===== src/rtl/dma_seq_pkg.sv =====
package dma_seq_pkg;
  typedef enum logic { DIR_UP = 1'b0, DIR_DOWN = 1'b1 } step_e;
  typedef enum logic { KIND_READ = 1'b0, KIND_WRITE = 1'b1 } kind_e;
endpackage


===== src/rtl/dma_seq_chan.sv =====
module dma_seq_chan
  import dma_seq_pkg::*;
#(
  parameter int AW = 16,
  parameter int CW = 16,
  parameter int PW = 8
) (
  input  logic             clk,
  input  logic             rst_n,
  input  logic             load,
  input  logic [AW-1:0]    ld_addr,
  input  logic [CW-1:0]    ld_count,
  input  kind_e            ld_kind,
  input  step_e            ld_step,
  input  logic [PW-1:0]    ld_page,
  input  logic             hit,
  input  kind_e            req_kind,
  output logic             grant,
  output logic [PW+AW-1:0] phys,
  output logic             tc_pulse
);
  localparam int PHW = PW + AW;

  function automatic logic [AW-1:0] next_addr(input logic [AW-1:0] a, input step_e s);
    return (s == DIR_DOWN) ? a - AW'(1) : a + AW'(1);
  endfunction

  function automatic logic [PHW-1:0] join_phys(input logic [PW-1:0] p, input logic [AW-1:0] a);
    return {p, a};
  endfunction

  logic [AW-1:0] cur_addr;
  logic [CW-1:0] cnt_q;
  kind_e         kind_q;
  step_e         step_q;
  logic [PW-1:0] page_q;
  logic          done_q;
  logic          tc_q;

  // internal events brought out for checking
  logic kind_match;
  logic last_beat;

  assign kind_match = (req_kind == kind_q);
  assign grant      = hit && !done_q && kind_match;
  assign last_beat  = (cnt_q == '0);
  assign phys       = join_phys(page_q, cur_addr);
  assign tc_pulse   = tc_q;

  always_ff @(posedge clk) begin
    if (!rst_n) begin
      cur_addr <= '0;
      cnt_q    <= '0;
      kind_q   <= KIND_READ;
      step_q   <= DIR_UP;
      page_q   <= '0;
      done_q   <= 1'b1;
      tc_q     <= 1'b0;
    end else begin
      tc_q <= 1'b0;
      if (load) begin
        cur_addr <= ld_addr;
        cnt_q    <= ld_count;
        kind_q   <= ld_kind;
        step_q   <= ld_step;
        page_q   <= ld_page;
        done_q   <= 1'b0;
      end else if (grant) begin
        cur_addr <= next_addr(cur_addr, step_q);
        cnt_q    <= cnt_q - CW'(1);
        if (last_beat) begin
          done_q <= 1'b1;
          tc_q   <= 1'b1;
        end
      end
    end
  end

  assert_refused_hold_R3: assert property (@(posedge clk) disable iff (!rst_n)
    (hit && done_q && !load) |=> ($stable(cur_addr) && $stable(cnt_q) && done_q));

  assert_mismatch_hold_R4: assert property (@(posedge clk) disable iff (!rst_n)
    (hit && !done_q && !kind_match && !load) |=> ($stable(cur_addr) && $stable(cnt_q)));

  assert_step_up_R6: assert property (@(posedge clk) disable iff (!rst_n)
    (grant && !load && step_q == DIR_UP) |=> (cur_addr == $past(cur_addr) + AW'(1) && $stable(page_q)));

  assert_step_down_R6: assert property (@(posedge clk) disable iff (!rst_n)
    (grant && !load && step_q == DIR_DOWN) |=> (cur_addr == $past(cur_addr) - AW'(1) && $stable(page_q)));

  assert_count_dec_R7: assert property (@(posedge clk) disable iff (!rst_n)
    (grant && !load) |=> (cnt_q == $past(cnt_q) - CW'(1)));

  assert_tc_on_last_R8: assert property (@(posedge clk) disable iff (!rst_n)
    (grant && !load && last_beat) |=> (tc_q && done_q));

  assert_tc_single_R8: assert property (@(posedge clk) disable iff (!rst_n)
    tc_q |=> !tc_q);

  assert_load_clears_R9: assert property (@(posedge clk) disable iff (!rst_n)
    load |=> (!done_q && cur_addr == $past(ld_addr) && cnt_q == $past(ld_count)));
endmodule


===== src/rtl/dma_seq_resp.sv =====
module dma_seq_resp #(
  parameter int PHW = 24,
  parameter int RW  = 32
) (
  input  logic           clk,
  input  logic           rst_n,
  input  logic           fire,
  input  logic           granted,
  input  logic [PHW-1:0] phys,
  output logic           rsp_valid,
  output logic           rsp_ok,
  output logic [RW-1:0]  rsp_addr
);
  localparam int PADW = RW - PHW;

  function automatic logic [RW-1:0] widen(input logic [PHW-1:0] p);
    return {{PADW{1'b0}}, p};
  endfunction

  always_ff @(posedge clk) begin
    if (!rst_n) begin
      rsp_valid <= 1'b0;
      rsp_ok    <= 1'b0;
      rsp_addr  <= '1;
    end else begin
      rsp_valid <= fire;
      rsp_ok    <= fire && granted;
      rsp_addr  <= (fire && granted) ? widen(phys) : '1;
    end
  end

  assert_rsp_follows_R2: assert property (@(posedge clk) disable iff (!rst_n)
    fire |=> rsp_valid);

  assert_no_spurious_R2: assert property (@(posedge clk) disable iff (!rst_n)
    !fire |=> !rsp_valid);

  assert_refusal_ones_R3: assert property (@(posedge clk) disable iff (!rst_n)
    (rsp_valid && !rsp_ok) |-> (rsp_addr == '1));

  assert_ok_page_R5: assert property (@(posedge clk) disable iff (!rst_n)
    (fire && granted) |=> (rsp_ok && rsp_addr[PHW-1:0] == $past(phys)));
endmodule


===== src/rtl/dma_addr_seq.sv =====
module dma_addr_seq
  import dma_seq_pkg::*;
#(
  parameter int NCH = 4,
  parameter int AW  = 16,
  parameter int CW  = 16,
  parameter int PW  = 8,
  parameter int RW  = 32
) (
  input  logic                   clk,
  input  logic                   rst_n,
  input  logic                   prog_valid,
  input  logic [$clog2(NCH)-1:0] prog_chan,
  input  logic [AW-1:0]          prog_addr,
  input  logic [CW-1:0]          prog_count,
  input  logic                   prog_is_write,
  input  logic                   prog_decr,
  input  logic [PW-1:0]          prog_page,
  input  logic                   req_valid,
  output logic                   req_ready,
  input  logic [$clog2(NCH)-1:0] req_chan,
  input  logic                   req_is_write,
  output logic                   rsp_valid,
  output logic                   rsp_ok,
  output logic [RW-1:0]          rsp_addr,
  output logic [NCH-1:0]         tc_pulse
);
  localparam int PHW = PW + AW;

  logic                 fire;
  logic [NCH-1:0]       grants;
  logic [PHW-1:0]       phys_all [NCH];
  logic                 granted;
  kind_e                ld_kind, rq_kind;
  step_e                ld_step;

  assign req_ready = !prog_valid;
  assign fire      = req_valid && req_ready;
  assign granted   = |grants;
  assign ld_kind   = prog_is_write ? KIND_WRITE : KIND_READ;
  assign rq_kind   = req_is_write ? KIND_WRITE : KIND_READ;
  assign ld_step   = prog_decr ? DIR_DOWN : DIR_UP;

  for (genvar c = 0; c < NCH; c++) begin : g_chan
    dma_seq_chan #(.AW(AW), .CW(CW), .PW(PW)) u_chan (
      .clk      (clk),
      .rst_n    (rst_n),
      .load     (prog_valid && prog_chan == c),
      .ld_addr  (prog_addr),
      .ld_count (prog_count),
      .ld_kind  (ld_kind),
      .ld_step  (ld_step),
      .ld_page  (prog_page),
      .hit      (fire && req_chan == c),
      .req_kind (rq_kind),
      .grant    (grants[c]),
      .phys     (phys_all[c]),
      .tc_pulse (tc_pulse[c])
    );
  end

  dma_seq_resp #(.PHW(PHW), .RW(RW)) u_resp (
    .clk       (clk),
    .rst_n     (rst_n),
    .fire      (fire),
    .granted   (granted),
    .phys      (phys_all[req_chan]),
    .rsp_valid (rsp_valid),
    .rsp_ok    (rsp_ok),
    .rsp_addr  (rsp_addr)
  );

  assert_one_grant_R2: assert property (@(posedge clk) disable iff (!rst_n)
    $onehot0(grants));

  assert_tc_onehot_R8: assert property (@(posedge clk) disable iff (!rst_n)
    $onehot0(tc_pulse));

  assert_tc_with_rsp_R8: assert property (@(posedge clk) disable iff (!rst_n)
    (|tc_pulse) |-> (rsp_valid && rsp_ok));
endmodule


===== config.mk =====
export PLATFORM = sky130hd
export DESIGN_NAME = dma_addr_seq
export DESIGN_NICKNAME = d
export VERILOG_FILES = /design/src/rtl/dma_seq_pkg.sv /design/src/rtl/dma_seq_chan.sv /design/src/rtl/dma_seq_resp.sv /design/src/rtl/dma_addr_seq.sv
export SDC_FILE = /design/constraint.sdc
export NUM_CORES = 1
export LEC_CHECK = 0
export ABC_AREA = 1
export ABC_CLOCK_PERIOD_IN_PS = 1930
export BUFFER_PORTS_ARGS = -buffer_cell sky130_fd_sc_hd__buf_2
export CORE_MARGIN = 1.5
export CORE_UTILIZATION = 30
export CTS_CLUSTER_DIAMETER = 200
export DETAILED_ROUTE_END_ITERATION = 12
export HOLD_SLACK_MARGIN = 0.1
export REMOVE_ABC_BUFFERS = 1
export SLEW_MARGIN = 20
export SYNTH_ARGS = -nofsm -noshare
export SYNTH_HDL_FRONTEND = slang
export SYNTH_HIERARCHICAL = 1
export SYNTH_SLANG_ARGS = --single-unit

===== constraint.sdc =====
create_clock -name clk -period 1.93 [get_ports clk]
set_input_delay 0.0965 -clock clk [delete_from_list [all_inputs] [get_ports clk]]
set_output_delay 0.0965 -clock clk [all_outputs]
set_load 0.01 [all_outputs]

==> summary.md <==
| Metric | Value |
|---|---|
| WS Path Type | `reg -> reg` |
| Area grow syn2layout | `18.7%` |
| Crit path top cell by count | `nand2_1` |
| Internal power | `between 7 and 8 mW` |
| Hold Path Class | `in -> reg` |
| Fin area | `~17000 µm²` |
| Leakage power | `between 8 and 9 nW` |
| Total gr overflow | `0` |
| Root Buffer | `clkbuf_16` |
| Number of I/O port buffers | `89` |
| Worst setup margin | `between 0.07 and 0.08 ns` |
| Switching portion of total power | `just under 30%` |
| Synth area leader | `dfxtp_1` |
| Cell family with most CP delay | `simple AND/OR/NAND/NOR gates` |
| First-iteration detailed-routing DRC count | `about 1200` |
| Die extent in y | `between 200 and 250 µm` |
| Number of flops mapped to enable cells by yosys | `0` |
| Cts bufs inserted | `24` |
| GRT Util Overall | `19.5%` |
| Crit path cell chain | `buf_12 > ha_1 > nand2_1 > inv_1 > nand2_1 > nand2_1 > inv_1 > nand2_1 > or2_2 > nand3_1 > nand2_1` |
| Rel. slew slack | `between 60 and 70%` |
| Primary FF master, synth | `dfxtp_1` |
| Die X | `between 200 and 250 µm` |
| H-Tree Depth | `1` |
| Initial core utilization | `around 30%` |
| DRC viols | `0` |
| Tmin final | `about 1.9 ns` |
| Final HPWL from detailed placement | `roughly 34000 µm` |
| Pwr Density | `about 660 nW/µm²` |
| CP max stage delay | `between 0.3 and 0.4 ns` |
| Combinational Power Share | `between 10% and 20%` |
| DP Area | `around 15000 µm²` |
| Syn avg cell area | `about 6.2 µm²` |
| Post-synthesis cell area | `~14000 µm²` |
| Maximum clock frequency | `around 0.54 GHz` |
| Die area | `~48000 µm²` |
| Clock share of power | `between 40 and 50%` |
| Clock-pin slew on the worst setup and hold paths | `0.06 ns` |
| Core area | `about 46000 µm²` |
| Gpl congestion | `roughly 0.9` |
| Worst hold slack | `approximately 0.2 ns` |
| Rows | `79` |
| Max Fanout on Critical Path | `9` |
| Later-pin clock latency in the skew report | `approximately 0.54 ns` |
| Sequential power share | `40.3%` |
| Status | `finished clean` |
| Initial antenna violation count | `1` |
| P_sw | `between 3 and 4 mW` |
| Startpoint Class | `register` |
| Clock Tree Buf Depth | `3` |
| Cell variety after synth | `46` |
| Final Cycle Share | `between 90% and 100%` |
| Placed cell count | `between 2000 and 3000` |
| VDD IR max | `554 µV` |
| Detailed Routing Iterations Pass 1 | `5` |
| Share of cells above drive strength 1 | `a little under an eighth` |
| Final Hold Viols | `0` |
| Overall power | `11.1 mW` |
| # IOs | `90` |
| Cells after Synth | `2253` |
| Ys Warns | `6` |
| Synth Register Bits | `between 200 and 250` |
| CTS tree | `yes` |
| Final nets | `around 2500` |
| Max Cap Viol | `0` |
| Final non-filler cell total | `3013` |
| WP data required | `2.36 ns` |
| Fill cell count | `approximately 5000` |
| Drt total wl | `approximately 47000 µm` |
| Commonest non-fill, non-tap cells in the layout | `nand2_1 (790), inv_1 (269), nor2_1 (204)` |
| Slowest cell on crit path | `dfxtp_2` |
| Vias | `14900` |
| Post-synthesis sequential area ratio | `between 20% and 30%` |
| Top cells by area, synth | `dfxtp_1 (29%), nand2_1 (21%), inv_1 (7.2%)` |
| Vias/cell | `a little under 5` |
| Pre-CTS setup slack | `-0.275 ns` |
| Ant. Diodes | `0` |
| Post-route setup TNS | `0 ns` |
| First-pass GRT wire length | `between 70000 and 80000 µm` |
| Ys async rst share | `0%` |
| # setup viols final | `0` |
| Routed WL per cell | `roughly 16 µm` |
| Count of final max-slew check failures | `0` |
| Most common cell after layout, fill and taps aside | `nand2_1` |
| Worst-Margin Slew | `slightly below 0.6 ns` |
| Clock sink total | `between 200 and 250` |
| Final design utilization | `36.0%` |
| Top-area cell type share of the netlist area | `about 29%` |
| Vias in the first global route | `14100` |
| Setup Skew | `between 0.009 and 0.01 ns` |
| Buf+Inv Stages, Crit Path | `3` |
| DRT antenna net count | `0` |
| WP data arrival | `between 2 and 2.5 ns` |
| Largest net degree at the start of global routing | `49` |
| CP endpoint kind | `register` |
[cell type report]
type,instances,area (µm²),area share [%]
Timing Repair Buffer,195,1490,8.90
Multi-Input combinational cell,1673,8470,50.7
Clock inverter,10,133,0.794
Inverter,292,1120,6.70
Sequential cell,203,4070,24.4
Tap cell,607,759,4.55
Clock buffer,33,676,4.04
[registers in the layout, summed over array words and instances, names as in the netlist]
register,cells
g_chan.u_chan/cnt_q,64
g_chan.u_chan/tc_pulse,4
g_chan.u_chan/page_q,32
u_resp/rsp_addr,25
u_resp/rsp_valid,1
g_chan.u_chan/cur_addr,64
g_chan.u_chan/done_q,4
g_chan.u_chan/step_q,4
g_chan.u_chan/kind_q,4
u_resp/rsp_ok,1
[repair_timing]
action | in CTS | in global routing
resized for setup | 2 | 28
hold buffers | 47 | 0
gates cloned | 0 | 1
pin swaps | 0 | 0
hold endpoints to repair | 172 | 0
setup endpoints to repair | 12 | 18
setup buffers | 0 | 2
[worst reg2reg max path: stages (launching register included)]
cell and delay [ns]:
dfxtp_2 0.36, buf_12 0.16, ha_1 0.33, nand2_1 0.14, inv_1 0.06, nand2_1 0.07, nand2_1 0.07, inv_1 0.06
nand2_1 0.10, or2_2 0.29, nand3_1 0.07, nand2_1 0.05
[layer usage]
metal | share of wire (%) | up-vias | global-route usage (%) | routed length, µm
met1 | 47 | 6822 | 26.9 | 22100
met4 | 3.1 | 0 | 5.85 | 1490
met3 | 7.1 | 86 | 2.68 | 3350
li1 | - | 7460 | - | -
met2 | 43 | 494 | 31.4 | 20500
met5 | 0 | - | 0 | 0
[path summary, 6_finish.rpt]
check,cells past startpoint,startpoint,end,slack [ns]
worst max-delay path,11,g_chan[1].u_chan/step_q,g_chan[1].u_chan/cur_addr[9],0.07
worst min-delay path,4,req_valid,u_resp/rsp_addr[0],0.20
worst min register to register,2,g_chan[1].u_chan/cnt_q[0],g_chan[1].u_chan/cnt_q[0],0.47
worst max register to register,11,g_chan[1].u_chan/step_q,g_chan[1].u_chan/cur_addr[9],0.07
[synth_stat cells (8+ instances only)]
master    number
nand2_1      795
inv_1        269
nor2_1       204
dfxtp_1      203
o21ai_0      123
nand3_1      113
a21oi_1      111
ha_1          64
nand4_1       48
a31oi_1       34
xor2_1        32
a22o_1        22
nor3_1        22
buf_4         21
buf_2         19
buf_6         17
clkbuf_1      17
inv_2         11
a21oi_2       10
nand2_4       10
buf_1          8
o21ai_1        8
[kinds of logic (layout without fill, tap and decap cells)]
logic type | count (synthesis) | after routing | synth area share (%)
compound gates | 328 | 328 | 13.2
buf+inv | 377 | 530 | 12.1
flops | 203 | 203 | 28.9
fa+ha+maj | 68 | 68 | 6.26
simple gates | 1239 | 1239 | 37.2
xor+xnor | 38 | 38 | 2.36
[power groups by stage]
stage | clock, mW | combinational (mW) | sequential, mW
after global placement | 0 | 1.72 | 4.55
after global routing | 5.03 | 2.09 | 4.49
final | 4.76 | 1.87 | 4.47
after CTS | 4.87 | 1.82 | 4.47
after detailed placement | 0 | 1.74 | 4.56
after floorplan | 0 | 1.10 | 4.53
(Power assumes the default switching activity.)
